`config.mk`:
```
export PLATFORM = sky130hd
export DESIGN_NAME = audio_clkgen
export DESIGN_NICKNAME = d
export VERILOG_FILES = /design/src/rtl/audio_clk_pkg.sv /design/src/rtl/audio_pin_sync.sv /design/src/rtl/audio_bclk_div.sv /design/src/rtl/audio_frame_div.sv /design/src/rtl/audio_clkgen.sv
export SDC_FILE = /design/constraint.sdc
export NUM_CORES = 1
export LEC_CHECK = 0
export BUFFER_PORTS_ARGS = -buffer_cell sky130_fd_sc_hd__clkbuf_2
export CAP_MARGIN = 10
export CORE_ASPECT_RATIO = 1.2
export CORE_MARGIN = 1.5
export CORE_UTILIZATION = 45
export CTS_CLUSTER_SIZE = 10
export DETAILED_ROUTE_END_ITERATION = 12
export GPL_ROUTABILITY_DRIVEN = 0
export PLACE_DENSITY = 0.63
export SETUP_SLACK_MARGIN = 0.05
export SYNTH_ARGS = -nofsm -noshare
export SYNTH_HDL_FRONTEND = slang
export SYNTH_SLANG_ARGS = --single-unit
```
`constraint.sdc`:
```
create_clock -name clk -period 3 [get_ports clk]
set_input_delay 0.3 -clock clk [delete_from_list [all_inputs] [get_ports clk]]
set_output_delay 0.3 -clock clk [all_outputs]
set_load 0.02 [all_outputs]
```
`src/rtl/audio_clk_pkg.sv`:
```
package audio_clk_pkg;
   // index of each direction in the frame divider array
   localparam int TX_IDX  = 0;
   localparam int RX_IDX  = 1;
   localparam int NUM_DIR = 2;

   // first count value of the second half of a (limit+1)-long period
   function automatic int unsigned half_count(input int unsigned limit);
      return (limit + 1) / 2;
   endfunction
endpackage

```
`src/rtl/audio_pin_sync.sv`:
```
module audio_pin_sync #(
   parameter int STAGES = 2,
   parameter int WIDTH  = 2
) (
   input  logic             clk,
   input  logic             rst_n,
   input  logic [WIDTH-1:0] d,
   output logic [WIDTH-1:0] q
);
   if (STAGES < 2) begin : g_bad_stages
      $error("audio_pin_sync: STAGES must be at least 2");
   end
   if (WIDTH < 1) begin : g_bad_width
      $error("audio_pin_sync: WIDTH must be at least 1");
   end

   logic [WIDTH-1:0] stg [STAGES];

   always_ff @(posedge clk or negedge rst_n) begin
      if (!rst_n) begin
         for (int i = 0; i < STAGES; i++) stg[i] <= '0;
      end else begin
         stg[0] <= d;
         for (int i = 1; i < STAGES; i++) stg[i] <= stg[i-1];
      end
   end

   assign q = stg[STAGES-1];
endmodule

```
`src/rtl/audio_bclk_div.sv`:
```
module audio_bclk_div
   import audio_clk_pkg::*;
#(
   parameter int DIV_W = 8
) (
   input  logic             clk,
   input  logic             rst_n,
   input  logic             en,
   input  logic             load,
   input  logic [DIV_W-1:0] div,
   output logic             raw
);
   localparam int CW = DIV_W + 1;

   logic [DIV_W-1:0] cnt;
   logic [CW-1:0]    half;
   logic [CW-1:0]    cnt_x;

   assign half  = CW'(half_count(32'(div)));
   assign cnt_x = {1'b0, cnt};

   always_ff @(posedge clk or negedge rst_n) begin
      if (!rst_n) begin
         cnt <= '0;
         raw <= 1'b0;
      end else if (!en || load) begin
         cnt <= '0;
         raw <= 1'b0;
      end else if (cnt >= div) begin
         cnt <= '0;
         raw <= 1'b1;
      end else begin
         cnt <= cnt + 1'b1;
         if (cnt_x == half - 1'b1) raw <= 1'b0;
      end
   end


   bclk_cnt_range_chk: assert property (@(posedge clk) disable iff (!rst_n)
      (en && !load) |-> (cnt <= div));
endmodule

```
`src/rtl/audio_frame_div.sv`:
```
module audio_frame_div
   import audio_clk_pkg::*;
#(
   parameter int DIV_W = 8
) (
   input  logic             clk,
   input  logic             rst_n,
   input  logic             en,
   input  logic             load,
   input  logic             tick,
   input  logic [DIV_W-1:0] div,
   output logic             lvl
);
   localparam int CW = DIV_W + 1;

   logic [DIV_W-1:0] cnt;
   logic [DIV_W-1:0] nxt;
   logic [CW-1:0]    half;
   logic             clr;

   assign clr  = !en || load;
   assign half = CW'(half_count(32'(div)));
   assign nxt  = (cnt >= div) ? '0 : cnt + 1'b1;

   always_ff @(posedge clk or negedge rst_n) begin
      if (!rst_n) begin
         cnt <= '0;
         lvl <= 1'b0;
      end else if (clr) begin
         cnt <= '0;
         lvl <= 1'b0;
      end else if (tick) begin
         cnt <= nxt;
         lvl <= ({1'b0, nxt} >= half);
      end
   end


   frame_edge_after_tick_chk: assert property (@(posedge clk) disable iff (!rst_n)
      (lvl != $past(lvl)) |-> ($past(tick) || $past(clr)));


   frame_cnt_range_chk: assert property (@(posedge clk) disable iff (!rst_n)
      (en && !load) |-> (cnt <= div));
endmodule

```
`src/rtl/audio_clkgen.sv`:
```
module audio_clkgen
   import audio_clk_pkg::*;
#(
   parameter int DIV_W       = 8,
   parameter int SYNC_STAGES = 2
) (
   input  logic             clk,
   input  logic             rst_n,
   input  logic             role_slave,
   input  logic             bclk_inv,
   input  logic [DIV_W-1:0] bit_div,
   input  logic [DIV_W-1:0] tx_div,
   input  logic [DIV_W-1:0] rx_div,
   input  logic             div_load,
   input  logic             tx_start,
   input  logic             rx_start,
   input  logic             bclk_pin,
   input  logic             frm_pin,
   output logic             bclk_o,
   output logic             bclk_oe,
   output logic             tx_frm_o,
   output logic             rx_frm_o,
   output logic             sample_stb,
   output logic             launch_stb
);
   if (DIV_W < 2 || DIV_W > 16) begin : g_bad_div_w
      $error("audio_clkgen: DIV_W must lie in 2..16");
   end

   logic             active;
   logic             master_run;
   logic             bclk_raw;
   logic [1:0]       pin_s;
   logic             eff_next;
   logic             eff_q, eff_d;
   logic             act_q, act_d;
   logic             frm_slv_q;
   logic             edge_ok;
   logic [DIV_W-1:0] fdiv    [NUM_DIR];
   logic             frm_lvl [NUM_DIR];

   assign active     = tx_start || rx_start;
   assign master_run = active && !role_slave;

   audio_bclk_div #(.DIV_W(DIV_W)) u_bdiv (
      .clk   (clk),
      .rst_n (rst_n),
      .en    (master_run),
      .load  (div_load),
      .div   (bit_div),
      .raw   (bclk_raw)
   );

   audio_pin_sync #(.STAGES(SYNC_STAGES), .WIDTH(2)) u_sync (
      .clk   (clk),
      .rst_n (rst_n),
      .d     ({frm_pin, bclk_pin}),
      .q     (pin_s)
   );

   // effective bit clock: chosen source, then polarity; idle level when stopped
   assign eff_next = active ? ((role_slave ? pin_s[0] : bclk_raw) ^ bclk_inv)
                            : bclk_inv;

   always_ff @(posedge clk or negedge rst_n) begin
      if (!rst_n) begin
         eff_q     <= 1'b0;
         eff_d     <= 1'b0;
         act_q     <= 1'b0;
         act_d     <= 1'b0;
         frm_slv_q <= 1'b0;
      end else begin
         eff_q     <= eff_next;
         eff_d     <= eff_q;
         act_q     <= active;
         act_d     <= act_q;
         frm_slv_q <= active && role_slave && pin_s[1];
      end
   end

   assign edge_ok    = act_q && act_d;
   assign sample_stb = edge_ok && eff_q && !eff_d;
   assign launch_stb = edge_ok && !eff_q && eff_d;

   assign fdiv[TX_IDX] = tx_div;
   assign fdiv[RX_IDX] = rx_div;

   for (genvar g = 0; g < NUM_DIR; g++) begin : g_frame
      audio_frame_div #(.DIV_W(DIV_W)) u_fdiv (
         .clk   (clk),
         .rst_n (rst_n),
         .en    (master_run),
         .load  (div_load),
         .tick  (launch_stb),
         .div   (fdiv[g]),
         .lvl   (frm_lvl[g])
      );
   end

   assign bclk_o   = eff_q;
   assign bclk_oe  = act_q && !role_slave;
   assign tx_frm_o = role_slave ? frm_slv_q : frm_lvl[TX_IDX];
   assign rx_frm_o = role_slave ? frm_slv_q : frm_lvl[RX_IDX];


   idle_quiet_chk: assert property (@(posedge clk) disable iff (!rst_n)
      (!tx_start && !rx_start) |=> (!sample_stb && !launch_stb && !bclk_oe));


   sample_spacing_chk: assert property (@(posedge clk) disable iff (!rst_n)
      sample_stb |=> !sample_stb);


   launch_spacing_chk: assert property (@(posedge clk) disable iff (!rst_n)
      launch_stb |=> !launch_stb);


   oe_slave_chk: assert property (@(posedge clk) disable iff (!rst_n)
      (role_slave && $past(role_slave)) |-> !bclk_oe);
endmodule

```
# == After elaboration in Yosys (flattened, before gate mapping) ==
# Cells that the tools add are included.
# op_classes
n_addsub,7
magnitude_cmp,5
n_eq_ne,1
n_mux,19
n_bitwise,1
n_reduce_logical,17
# ops
op,n
$mux 8,8
$add 8x1->9 const B,3
$add 8x1->8 const B,3
$ge 8x8->1,3
$ge 8x9->1,2
$mux 1,11
$eq 8x9->1,1
$logic_and 1x1->1,9
$sub 9x1->9 const B,1
$logic_not 1->1,4
$reduce_bool 3->1,1
$logic_or 1x1->1,2
$reduce_bool 2->1,1
$xor 1x1->1,1
# totals
register_bits,36
output_inout_bits,6
word_cells,63

# == Longest topological paths before layout ==
# depth
ltp_word,6
mapped_depth,19
mapped_depth_nobuf,18

# == Cells and area by module ==
# A second synthesis with hierarchy kept.
# unflattened
hier_cells,387
hier_area_um2,3465.8
# by_module_without_submodules
mod,instances,cells_each,area_each_um2,seq_area_each_um2
audio_bclk_div,1,126,1078.5,225.2
audio_frame_div at g_frame[1].u_fdiv,1,117,1042.2,225.2
audio_frame_div at g_frame[0].u_fdiv,1,117,1014.7,225.2
audio_clkgen,1,21,215.2,125.1
audio_pin_sync,1,6,115.1,100.1

# == Worst setup path before layout ==
# Ideal clock, no wire load.
# synth_path
kind,register to register
startpoint,register g_frame[1].u_fdiv.cnt[0]
endpoint,register g_frame[1].u_fdiv.lvl
t_arrival_ns,3.060
t_required_ns,2.874
path_slack_ns,-0.186
path_stages_with_launch,20
n_path_buf,1
period_less_slack_ns,3.186
path_cell_list,dfrtp_1 inv_1 ha_1 nand2b_1 a21o_1 a21o_1 a211oi_1 o21ai_1 a21o_1 clkbuf_1 nand2b_1 ha_1 nand2b_1 a21oi_1 nor2b_1 o21ai_0 a21oi_1 o21a_1 o21ai_0 a21oi_1
# synth_between
elab_chain_len,5
# synth_rtl
element,line,text
start: declaration,audio_frame_div.sv:16,logic [DIV_W-1:0] cnt;
start signal: assignment,audio_frame_div.sv:33,cnt <= nxt;
$add 8x1->8 or $ge 8x8->1 (tied branches),audio_frame_div.sv:23,assign nxt = (cnt >= div) ? '0 : cnt + 1'b1;
$mux 8 *,audio_frame_div.sv:23,
$ge 8x9->1 *,audio_frame_div.sv:34,"lvl <= ({1'b0, nxt} >= half);"
$mux 1 *,audio_frame_div.sv:32,end else if (tick) begin
$mux 1 *,audio_frame_div.sv:29,end else if (clr) begin
end signal: assignment,audio_frame_div.sv:34,
end: declaration,audio_frame_div.sv:12,output logic lvl
# Mark *: on every way between the ends. The rest lies on a longest branch, timed or not. The select of a mux whose other input is x is not followed.
# A chain may end at the register's enable or synchronous reset.

# == Final worst setup path ==
# layout_path
startpoint,register g_frame[0].u_fdiv.cnt[0]
endpoint,register g_frame[0].u_fdiv.lvl
# layout_between
elab_chain_len,5
# layout_rtl
element,line
start: declaration,audio_frame_div.sv:16
start signal: assignment,audio_frame_div.sv:33
$add 8x1->8 or $ge 8x8->1 (tied branches),audio_frame_div.sv:23
$mux 8 *,audio_frame_div.sv:23
$ge 8x9->1 *,audio_frame_div.sv:34
$mux 1 *,audio_frame_div.sv:32
$mux 1 *,audio_frame_div.sv:29
end signal: assignment,audio_frame_div.sv:34
end: declaration,audio_frame_div.sv:12
# Marked as above.

==> results.cfg <==
[run_status]
outcome = completed

[yosys]
postSynthRegisterBits = 36
yosys_warnings = 0
yosysSeqAreaShare_pct = 26.5
synth.area.mux_share_pct = 1.33
synth-compound-area-share_pct = 16.1
synth_edf_count = 0
synth_flop_cell = dfrtp_1
synthArstFlopShare_pct = 100
synth.distinct_cells = 52
synth_xor_area_share_pct = 11.8
synth_top_family_by_area = simple AND/OR/NAND/NOR gates
syn_area_per_cell_um2 = 8.60
synthCells = 395
synth.cell_area_um2 = 3400
synth-simple-area-share_pct = 21.6
syn_nets = 475
synthAdderAreaFrac_pct = 17.3

[setup_path]
slowest_delay_ps = 390
cp-start-kind = flip-flop
crit_chain = inv_2 > ha_4 > nand2b_4 > a21o_1 > a21o_1 > a211oi_2 > o21ai_1 > a21o_1 > nand2b_4 > ha_4 > nand2b_4 > a21oi_2 > nor2b_1 > o21ai_1 > a21oi_1 > o21a_1 > o21ai_1 > a21oi_1
critPathSlowestCell = dfrtp_1
worstPathArrival_ps = 3140
reg2reg_setup_slack_ps = 30
cp_max_fo = 2
path_class = reg -> reg
worstPathRequired_ps = 3180
crit_buf_inv = 1
timing.critical_path.max_delay_family = compound AO/OA/AOI/OAI gates
cp-end-kind = flip-flop

[job]
maxCapViolCount = 0

[cells_and_area]
final_common_cell = ha_1
post_route_cells_drive_above_1_share_pct = 21.9
area_growth_pct = 17.8
fin_nets = 532
final_util_pct = 55.0
final_cell_mix = ha_1 (43), clkbuf_2 (38), dfrtp_1 (36)
fin_cells = 543
antenna_cells = 0

[global_routing]
grt_usage_pct = 19.7
grt_pass1_wl_mm = 12.6
grt_overflow = 0
grt_pass1_vias = 2869
antenna_found_initial = 0
grt_max_degree = 37

[power]
p_seq_share_pct = 45.0
comb_power_share_pct = 23.4
irDropWorstVdd_v = 0.000194
finalPower_w = 0.00112
p_clk_share_pct = 31.6
power.density_nw_per_um2 = 279
p_int_w = 0.000772
leakage_nw = 2.02
p_sw_w = 0.000343
swShare_pct = 30.8

[place]
io_buffer_count = 38
place_inst = 527
hpwlAfterDp_mm = 5.82

[clock_tree]
h-tree-depth = 2
clock_latency_ps = 290
clkTransAtPathRegs_ps = 80
cts_inserted_buffers = 5
cts_tree = yes
clk_path_buf_depth = 2
cts.sinks = 36
root_buffer = clkbuf_8

[die]
die_area_um2 = 8080
rows = 34
die_y_um = 98.2
start_util_pct = 46.7
dieWidth_um = 82.3
core_area_um2 = 7270
ios = 39

[route]
routed_wl_mm = 7.54
drt_iter0_markers = 101
drc_errors = 0
drtPass1Iterations = 4
wire_per_inst_um = 13.9
viasPerCell = 5.36
postRouteAntennaNets = 0
dr_total_vias = 2913

[sta]
hold_violations = 0
relSlewSlack_pct = 37.1
max_freq_ghz = 0.337
finalCriticalPeriod_ps = 2970
skew_ps = 7.76
finalCritPeriodShare_pct = 98.9
tightestPinTransition_ps = 943
finalSetupViolCount = 0
final_max_slew_viol_count = 0
rsz0062_at_grt = yes

[worst_hold_path]
hp-class = in -> reg
cells in the mapped netlist, types with 4 or more instances:
cell      number  area, um^2
ha_1          47         588
dfrtp_1       36         901
nor2_1        34         128
inv_1         33         124
xnor2_1       31         272
nand2_1       27         101
o21ai_0       19        95.1
a21oi_1       17        85.1
nand3_1       17        85.1
nand2b_1      14        87.6
and3_1        13        81.3
xor2_1        11        96.3
a31oi_1        9        56.3
nor2b_1        9        56.3
a21o_1         7        52.6
nor3_1         5        25.0
o21a_1         5        37.5
a211oi_1       4        30.0
nand4_1        4        25.0
o21ba_2        4        40.0
cell type report:
cell class	count	area (um^2)
Inverter	34	128
Timing Repair Buffer	57	340
Multi-Input combinational cell	318	2430
Clock inverter	3	18.8
Fill cell	689	3270
Sequential cell	36	901
Clock buffer	5	68.8
Tap cell	90	113
per-stage QoR:
step	setup TNS [ps]	hold slack, ps	area [um^2]	setup slack (ps)
floorplan	-6.34	4.41	3450	-6.34
global placement	-21.4	338	3770	-21.4
detailed placement	-82.0	343	3770	-82.0
CTS	0	110	3960	5.06
global route	-249	106	4000	-149
finish	0	118	4000	33.1
sequential cells by signal (all words and copies together) (netlist names):
| register | cells |
|---|---|
| act_d | 1 |
| act_q | 1 |
| bclk_o | 1 |
| eff_d | 1 |
| frm_slv_q | 1 |
| g_frame.u_fdiv.cnt | 16 |
| g_frame.u_fdiv.lvl | 2 |
| u_bdiv.cnt | 8 |
| u_bdiv.raw | 1 |
| u_sync.q | 2 |
| u_sync.stg | 2 |
cell families (layout without fill, tap and decap cells):
group | count (synthesis) | after routing
multiplexers | 4 | 4
adder cells (fa/ha/maj) | 47 | 47
XOR/XNOR | 44 | 44
flip-flops | 36 | 36
AO/OA/AOI/OAI | 83 | 83
AND/OR/NAND/NOR | 140 | 140
buffers and inverters | 41 | 99
per-layer routing:
layer,track usage (%),routed length (um)
met5,0,0
met1,23.3,3290
met2,36.1,3950
met3,3.18,197
met4,4.30,99
timing repair:
item	4_1_cts	5_1_grt
setup buffers	6	2
resized for setup	9	4
hold buffers	0	0
endpoints found under the setup margin	2	6
pin swaps	17	5
power by group through the flow:
stage	Combinational [W]	Sequential [W]	Clock (W)
6_report	0.000261	0.000502	0.000353
5_1_grt	0.000295	0.000504	0.000383
4_1_cts	0.000257	0.000503	0.000364
3_5_place_dp	0.000242	0.000513	0
3_3_place_gp	0.000236	0.000512	0
2_1_floorplan	0.000158	0.000512	0
final timing paths:
| path | startpoint | endpoint | cells after the start |
|---|---|---|---|
| worst min register to register | u_sync.stg[3] | u_sync.q[1] | 0 |
| worst max-delay path | g_frame[0].u_fdiv.cnt[0] | g_frame[0].u_fdiv.lvl | 18 |
| worst min-delay path | bclk_pin | u_sync.stg[2] | 1 |
| min in group asynchronous | rst_n | g_frame[1].u_fdiv.lvl | 1 |
| worst max register to register | g_frame[0].u_fdiv.cnt[0] | g_frame[0].u_fdiv.lvl | 18 |
| max in group asynchronous | rst_n | u_bdiv.cnt[6] | 1 |
(Power assumes the default switching activity.)
